[src/rtl/osc_ctl_pkg.sv]
package osc_ctl_pkg;

    // Read-view bit positions. Software decodes these positions.
    localparam int unsigned EN_BIT  = 0;
    localparam int unsigned PWR_BIT = 1;
    localparam int unsigned BYP_BIT = 2;
    localparam int unsigned RDY_BIT = 3;
    localparam int unsigned ADJ_LSB = 8;
    localparam int unsigned CAL_LSB = 16;

    typedef enum logic [1:0] {
        SRC_RC  = 2'b00,
        SRC_XO  = 2'b01,
        SRC_PLL = 2'b10,
        SRC_RSV = 2'b11
    } clk_src_e;

    typedef struct packed {
        logic bypass;
        logic pwr;
        logic en;
    } xo_ctl_t;

    // True when turning the crystal off would stop the system clock.
    function automatic logic xo_in_use(clk_src_e src, logic pll_from_xo);
        return (src == SRC_XO) || ((src == SRC_PLL) && pll_from_xo);
    endfunction

endpackage

[src/rtl/osc_ctl_gate.sv]
module osc_ctl_gate
    import osc_ctl_pkg::*;
(
    input  logic    we,
    input  xo_ctl_t wr_ctl,
    input  xo_ctl_t cur_ctl,
    input  logic    xo_busy,
    input  logic    stby,
    output xo_ctl_t nxt_ctl
);
    logic byp_open;
    logic en_accept;

    // Bypass may only move while the oscillator is fully off.
    assign byp_open  = !cur_ctl.en && !cur_ctl.pwr;
    // Setting the enable is always allowed; clearing it needs the clock tree off the crystal.
    assign en_accept = wr_ctl.en || !(cur_ctl.en && xo_busy);

    always_comb begin
        nxt_ctl = cur_ctl;
        if (we) begin
            nxt_ctl.pwr = wr_ctl.pwr;
            if (byp_open)  nxt_ctl.bypass = wr_ctl.bypass;
            if (en_accept) nxt_ctl.en     = wr_ctl.en;
        end
        if (stby) nxt_ctl.en = 1'b0;
    end
endmodule

[src/rtl/osc_ctl_trim.sv]
module osc_ctl_trim #(
    parameter int unsigned CAL_W = 8,
    parameter int unsigned ADJ_W = 5,
    parameter bit          SAT   = 1'b1
) (
    input  logic [CAL_W-1:0] cal_i,
    input  logic [ADJ_W-1:0] adj_i,
    output logic [CAL_W-1:0] trim_o
);
    localparam int unsigned SUM_W = CAL_W + 1;
    localparam int unsigned PAD_W = SUM_W - ADJ_W;

    logic [SUM_W-1:0] sum;
    assign sum = {1'b0, cal_i} + {{PAD_W{1'b0}}, adj_i};

    generate
        if (SAT) begin : g_sat
            assign trim_o = sum[CAL_W] ? {CAL_W{1'b1}} : sum[CAL_W-1:0];
        end else begin : g_wrap
            logic unused_carry;
            assign unused_carry = sum[CAL_W];
            assign trim_o = sum[CAL_W-1:0];
        end
    endgenerate

    // result never falls below either operand
    always_comb begin
        if (SAT) begin
            assert_trim_floor_R7: assert (trim_o >= cal_i && trim_o >= CAL_W'(adj_i));
        end
    end
endmodule

[src/rtl/osc_ctl_regs.sv]
module osc_ctl_regs
    import osc_ctl_pkg::*;
#(
    parameter int unsigned            CAL_W   = 8,
    parameter int unsigned            ADJ_W   = 5,
    parameter logic [ADJ_W-1:0]       ADJ_RST = '0
) (
    input  logic             clk,
    input  logic             rst,
    input  logic             we,
    input  xo_ctl_t          wr_ctl,
    input  logic [ADJ_W-1:0] wr_adj,
    input  logic             xo_busy,
    input  logic             stby,
    input  logic [CAL_W-1:0] cal_por,
    output xo_ctl_t          ctl_q,
    output logic [ADJ_W-1:0] adj_q,
    output logic [CAL_W-1:0] cal_q
);
    xo_ctl_t ctl_nxt;

    osc_ctl_gate u_gate (
        .we      (we),
        .wr_ctl  (wr_ctl),
        .cur_ctl (ctl_q),
        .xo_busy (xo_busy),
        .stby    (stby),
        .nxt_ctl (ctl_nxt)
    );

    always_ff @(posedge clk) begin
        if (rst) begin
            ctl_q <= '0;
            adj_q <= ADJ_RST;
            cal_q <= cal_por;
        end else begin
            ctl_q <= ctl_nxt;
            if (we) adj_q <= wr_adj;
        end
    end

    assert_byp_hold_R2: assert property (@(posedge clk) disable iff (rst)
        (ctl_q.en || ctl_q.pwr) |=> $stable(ctl_q.bypass));

    assert_en_lock_R3: assert property (@(posedge clk) disable iff (rst)
        (ctl_q.en && xo_busy && !stby) |=> ctl_q.en);

    assert_stby_clear_R4: assert property (@(posedge clk) disable iff (rst)
        stby |=> !ctl_q.en);

    assert_cal_frozen_R6: assert property (@(posedge clk) disable iff (rst)
        1'b1 |=> $stable(cal_q));

    assert_pwr_follow_R8: assert property (@(posedge clk) disable iff (rst)
        we |=> (ctl_q.pwr == $past(wr_ctl.pwr) && adj_q == $past(wr_adj)));
endmodule

[src/rtl/osc_ctl_top.sv]
module osc_ctl_top
    import osc_ctl_pkg::*;
#(
    parameter int unsigned      DATA_W   = 32,
    parameter int unsigned      CAL_W    = 8,
    parameter int unsigned      ADJ_W    = 5,
    parameter logic [ADJ_W-1:0] ADJ_RST  = '0,
    parameter bit               TRIM_SAT = 1'b1
) (
    input  logic              clk,
    input  logic              rst,
    input  logic              wr_en_i,
    input  logic [DATA_W-1:0] wr_data_i,
    input  logic [1:0]        sys_src_i,
    input  logic              pll_src_xo_i,
    input  logic              standby_i,
    input  logic              xo_stable_i,
    input  logic [CAL_W-1:0]  cal_por_i,
    output logic [DATA_W-1:0] rd_data_o,
    output logic              xo_en_o,
    output logic              xo_pwr_o,
    output logic              xo_bypass_o,
    output logic [CAL_W-1:0]  rc_trim_o
);
    xo_ctl_t          wr_ctl;
    xo_ctl_t          ctl_q;
    logic [ADJ_W-1:0] adj_q;
    logic [CAL_W-1:0] cal_q;
    logic             xo_busy;
    logic             rdy_flag;
    logic             wr_unused;

    assign wr_ctl.en     = wr_data_i[EN_BIT];
    assign wr_ctl.pwr    = wr_data_i[PWR_BIT];
    assign wr_ctl.bypass = wr_data_i[BYP_BIT];
    assign wr_unused     = ^wr_data_i;

    assign xo_busy = xo_in_use(clk_src_e'(sys_src_i), pll_src_xo_i);

    osc_ctl_regs #(
        .CAL_W   (CAL_W),
        .ADJ_W   (ADJ_W),
        .ADJ_RST (ADJ_RST)
    ) u_regs (
        .clk     (clk),
        .rst     (rst),
        .we      (wr_en_i),
        .wr_ctl  (wr_ctl),
        .wr_adj  (wr_data_i[ADJ_LSB +: ADJ_W]),
        .xo_busy (xo_busy),
        .stby    (standby_i),
        .cal_por (cal_por_i),
        .ctl_q   (ctl_q),
        .adj_q   (adj_q),
        .cal_q   (cal_q)
    );

    osc_ctl_trim #(
        .CAL_W (CAL_W),
        .ADJ_W (ADJ_W),
        .SAT   (TRIM_SAT)
    ) u_trim (
        .cal_i  (cal_q),
        .adj_i  (adj_q),
        .trim_o (rc_trim_o)
    );

    assign rdy_flag = ctl_q.en && xo_stable_i;

    always_comb begin
        rd_data_o                     = '0;
        rd_data_o[EN_BIT]             = ctl_q.en;
        rd_data_o[PWR_BIT]            = ctl_q.pwr;
        rd_data_o[BYP_BIT]            = ctl_q.bypass;
        rd_data_o[RDY_BIT]            = rdy_flag;
        rd_data_o[ADJ_LSB +: ADJ_W]   = adj_q;
        rd_data_o[CAL_LSB +: CAL_W]   = cal_q;
    end

    assign xo_en_o     = ctl_q.en;
    assign xo_pwr_o    = ctl_q.pwr;
    assign xo_bypass_o = ctl_q.bypass;

    assert_rdy_gate_R5: assert property (@(posedge clk) disable iff (rst)
        !xo_en_o |-> !rd_data_o[RDY_BIT]);
endmodule

[config.mk]
export PLATFORM = sky130hd
export DESIGN_NAME = osc_ctl_top
export DESIGN_NICKNAME = d
export VERILOG_FILES = /design/src/rtl/osc_ctl_pkg.sv /design/src/rtl/osc_ctl_gate.sv /design/src/rtl/osc_ctl_trim.sv /design/src/rtl/osc_ctl_regs.sv /design/src/rtl/osc_ctl_top.sv
export SDC_FILE = /design/constraint.sdc
export NUM_CORES = 1
export LEC_CHECK = 0
export ABC_AREA = 1
export BUFFER_PORTS_ARGS = -buffer_cell sky130_fd_sc_hd__buf_2
export CAP_MARGIN = 15
export CORE_ASPECT_RATIO = 1.2
export CORE_MARGIN = 2
export CORE_UTILIZATION = 42
export DETAILED_ROUTE_END_ITERATION = 16
export PLACE_DENSITY = 0.85
export SYNTH_ARGS = -nofsm -noshare
export SYNTH_HDL_FRONTEND = slang
export SYNTH_HIERARCHICAL = 1
export SYNTH_SLANG_ARGS = --single-unit
[constraint.sdc]
create_clock -name clk -period 3.15 [get_ports clk]
set_input_delay 0.315 -clock clk [delete_from_list [all_inputs] [get_ports clk]]
set_output_delay 0.315 -clock clk [all_outputs]
set_load 0.01 [all_outputs]
Word level (Yosys, flattened, before mapping)
Cells that the tools add are included.
{ "totals": {"reg_bits": 16, "in_bits": 48, "output_inout_bits": 43, "word_cells": 21} }
{ "classes": {"addsub": 1, "n_eq_ne": 2, "muxes": 1, "reduce_logical": 12} }
{ "op_table": {"columns": ["op", "n"], "rows": [
  ["$add A8 B5 Y9", 1],
  ["$mux W8", 1],
  ["$logic_and A1 B1 Y1", 4],
  ["$reduce_and A2 Y1", 2],
  ["$logic_not A1 Y1", 3],
  ["$eq A2 B1 Y1 const B", 1],
  ["$eq A2 B2 Y1 const B", 1],
  ["$logic_or A1 B1 Y1", 2],
  ["$reduce_or A2 Y1", 1]
]} }

Depth between registers and ports, before layout
{ "depth": {"ltp_word": 7, "depth_mapped": 9, "mapped_depth_nobuf": 9} }

By module
Netlist, hierarchy kept.
{ "modules_own_cells": {"columns": ["module", "instances", "cells_each", "area_each_um2", "seq_area_each_um2"], "rows": [
  ["osc_ctl_regs", 1, 49, 531.8, 400.4],
  ["osc_ctl_trim", 1, 63, 345.3, 0.0],
  ["osc_ctl_top", 1, 27, 173.9, 0.0],
  ["osc_ctl_gate", 1, 18, 75.1, 0.0]
]} }

Least setup slack after synthesis
No wires, ideal clock.
{ "synth_path": {"path_type": "flip-flop to output port", "from": "reg u_regs.cal_q[0]", "to": "out rc_trim_o[0]", "arrival_ps": 1579, "t_required_ps": 2835, "setup_slack_ps": 1256, "path_stages_with_launch": 8, "path_buffers": 0, "path_cell_list": "edfxtp_1 -> ha_1 -> fa_1 -> nand2_1 -> nand2_1 -> nand3_2 -> nand2_2 -> or2_1"} }
{ "synth_between": {"elab_chain_cells": 2} }
{ "synth_rtl": {"columns": ["item", "line_no", "text"], "rows": [
  ["start, declared", "osc_ctl_regs.sv:18", "output logic [CAL_W-1:0] cal_q"],
  ["start signal, assigned", "osc_ctl_regs.sv:35", "cal_q <= cal_por;"],
  ["$add A8 B5 Y9", "osc_ctl_trim.sv:14", "assign sum = {1'b0, cal_i} + {{PAD_W{1'b0}}, adj_i};"],
  ["$mux W8", "osc_ctl_trim.sv:18", "assign trim_o = sum[CAL_W] ? {CAL_W{1'b1}} : sum[CAL_W-1:0];"],
  ["end, declared", "osc_ctl_top.sv:23", "output logic [CAL_W-1:0] rc_trim_o"]
]} }
No other way between the ends.

Worst setup path after layout
Same ends and word-level chain as after synthesis.

==> load_flow_metrics.sql <==
INSERT INTO impl_metrics (metric_group, metric, value, unit) VALUES
('critical_path', 'cp_max_fo', '3', ''),
('critical_path', 'crit_slowest_cell', 'edfxtp_1', ''),
('status', 'run_status', 'finished, final reports clean', ''),
('global_route', 'grt_pass1_wl', '2950', 'um'),
('global_route', 'grt_usage', '12.7', '%'),
('cells_and_area', 'post_route_cells_drive_above_1_share', '29.8', '%'),
('pwr', 'swShare', '31.0', '%'),
('logic_synthesis', 'post_synth_instance_area', '0.00113', 'mm2'),
('logic_synthesis', 'ffs_w_async_s_r_synth', '0', '%'),
('cells_and_area', 'fin_nets', '261', ''),
('drt', 'wl_per_cell', '8.34', 'um'),
('pwr', 'worst_ir_drop_vdd', '0.270', 'mV'),
('pwr', 'power-per-cell-area', '374', 'mW/mm2'),
('pwr', 'total_power_draw', '503', 'uW'),
('timing', 'period_minus_slack', '2300', 'ps'),
('logic_synthesis', 'post_synth_num_cell_types', '23', ''),
('cells_and_area', 'layout.cell_area.non_filler', '0.00134', 'mm2'),
('global_route', 'grt_pass1_vias', '772', ''),
('logic_synthesis', 'yosysTopAreaCellShare', '21.3', '%'),
('logic_synthesis', 'synth_edf_count', '8', ''),
('job', 'timing.max_cap.violations', '0', ''),
('timing', 'setup_failing_eps_final', '0', ''),
('critical_path', 'cpLargestDelayFamily', 'adder cells', ''),
('die', 'die_width', '51.3', 'um'),
('global_route', 'initial_antenna_violation_count', '0', ''),
('drt', 'drt_pre_antenna_iters', '4', ''),
('clock_network', 'clock-sinks', '16', ''),
('timing', 'fmax', '434', 'MHz'),
('critical_path', 'crit_path_max_incr_delay', '400', 'ps'),
('timing', 'setup_repair_after_global_routing_missed_its_margin', 'false', ''),
('clock_network', 'cts_root_buf', 'clkbuf_4', ''),
('pwr', 'power.leakage', '0.822', 'nW'),
('critical_path', 'critPathBufInv', '1', ''),
('critical_path', 'worst_setup_path_start_kind', 'register', ''),
('placed_design', 'placement.setup.worst_slack', '1120', 'ps'),
('clock_network', 'clock_tree.buffer_depth', '2', ''),
('global_route', 'grt_overflow', '0', ''),
('clock_network', 'cts_hold_buf', '0', ''),
('drt', 'drt-vias-per-instance', '4.17', ''),
('placed_design', 'dpl_cell_area', '0.00132', 'mm2'),
('critical_path', 'crit_top_cell', 'nand2_1', ''),
('timing', 'setup_ws', '847', 'ps'),
('timing', 'clock_skew', '4.55', 'ps'),
('clock_network', 'cts_buffers', '3', ''),
('timing', 'timing_max_transition_violations_final', '0', ''),
('logic_synthesis', 'synth_top_cells_by_area', 'edfxtp_1 (21%), dfxtp_1 (14%), nand2_1 (13%)', ''),
('timing', 'setup_tns_after_final_layout', '0', 'ps'),
('cells_and_area', 'layout_commonest_cell', 'buf_2', ''),
('logic_synthesis', 'biggest_area_consumer_among_synthesized_cells', 'edfxtp_1', ''),
('placed_design', 'gpl.final_weighted_congestion', '0.709', ''),
('clock_network', 'clkSlewWorstSetupHoldPaths', '80', 'ps'),
('cells_and_area', 'area.growth.synth_to_final', '19.3', '%'),
('pwr', 'clkPwrFrac', '19.5', '%'),
('cells_and_area', 'mostFrequentLayoutCells', 'buf_2 (51), nand2_1 (40), inv_1 (24)', ''),
('pwr', 'power_frac_seq', '49.3', '%'),
('timing', 'final_hold_viols', '0', ''),
('die', 'die_height', '60.7', 'um'),
('clock_network', 'number_of_levels_the_h_tree_was_split_into', '1', ''),
('clock_network', 'tritoncts', 'yes', ''),
('drt', 'route.detailed.drc', '0', ''),
('critical_path', 'crit_chain', 'ha_1 -> fa_1 -> nand2_1 -> nand2_1 -> nand3_2 -> nand2_2 -> or2_1 -> buf_2', ''),
('die', 'io-pin-count', '91', ''),
('cells_and_area', 'antenna_cells', '0', ''),
('placed_design', 'port_buffers', '51', ''),
('drt', 'via_count', '992', ''),
('critical_path', 'critPathArrivalTime', '1990', 'ps'),
('die', 'die_area', '0.00311', 'mm2'),
('drt', 'routed_wl', '1990', 'um'),
('logic_synthesis', 'synthesis.area_per_instance', '7.17', 'um2'),
('clock_network', 'clkLatencyLatePin', '270', 'ps'),
('pwr', 'p_comb_share', '31.3', '%');
routing by layer:
layer  routed length, um  up-vias  global-route usage (%)
met5                   0        -                       0
met1                 765      416                    13.9
met3                 148        2                    2.22
met4                  20        0                    6.77
li1                    -      541                       -
met2                1050       33                    23.4
final timing paths:
kind                        start  cells after the start              end
setup / recovery  u_regs/cal_q[0]                      8     rc_trim_o[0]
hold / removal       cal_por_i[1]                      1  u_regs/cal_q[1]
hold reg to reg   u_regs/adj_q[4]                      2  u_regs/adj_q[4]
setup reg to reg  u_regs/ctl_q[0]                      7  u_regs/ctl_q[2]
metrics by stage:
stage / utilization, % / hold slack [ps]
2_1_floorplan: - / 386
3_3_place_gp: 51.8 / 478
3_5_place_dp: 51.8 / 485
4_1_cts: 52.6 / 205
5_1_grt: 52.6 / 199
6_report: 52.6 / 213
logic make-up (layout without fill, tap and decap cells):
family	after synthesis	count (layout)	share of synthesized area (%)
adders and majority gates	6	6	7.33
and+or+nand+nor	83	83	32.1
buffers and inverters	47	81	22.7
other	1	15	0.333
AOI/OAI and AO/OA	4	4	2.00
DFF	16	16	35.6
power by group through the flow:
| stage | clock [mW] | sequential [mW] | combinational (mW) |
|---|---|---|---|
| CTS | 0.102 | 0.248 | 0.159 |
| finish | 0.0978 | 0.248 | 0.157 |
| floorplan | 0 | 0.259 | 0.109 |
| global route | 0.111 | 0.251 | 0.180 |
| global placement | 0 | 0.253 | 0.155 |
| detailed placement | 0 | 0.253 | 0.159 |
state kept, by name (all words and copies together) (netlist names):
| name | count |
|---|---|
| u_regs/cal_q | 8 |
| u_regs/adj_q | 5 |
| u_regs/ctl_q | 3 |
worst register-to-register path, stage by stage (launching register included):
cell,delay (ps)
dfxtp_1,430
inv_1,70
nand3_1,80
nand2_1,50
nand2_1,60
inv_1,40
inv_1,40
nor2_1,30
layout make-up:
class	instances	area, um2
timing repair buffer	51	255
multi-input combinational	108	523
sequential	16	400
fill	280	1210
clock buffer	3	22.5
tap	33	41.3
inverter	27	101
cells in the mapped netlist, types with 3 or more instances:
cell type	number
nand3_1	12
nand2_1	40
ha_1	5
edfxtp_1	8
inv_1	24
buf_4	19
dfxtp_1	8
or2_1	5
nor2_1	20
inv_2	3
Power figures use the tool's default switching activity.
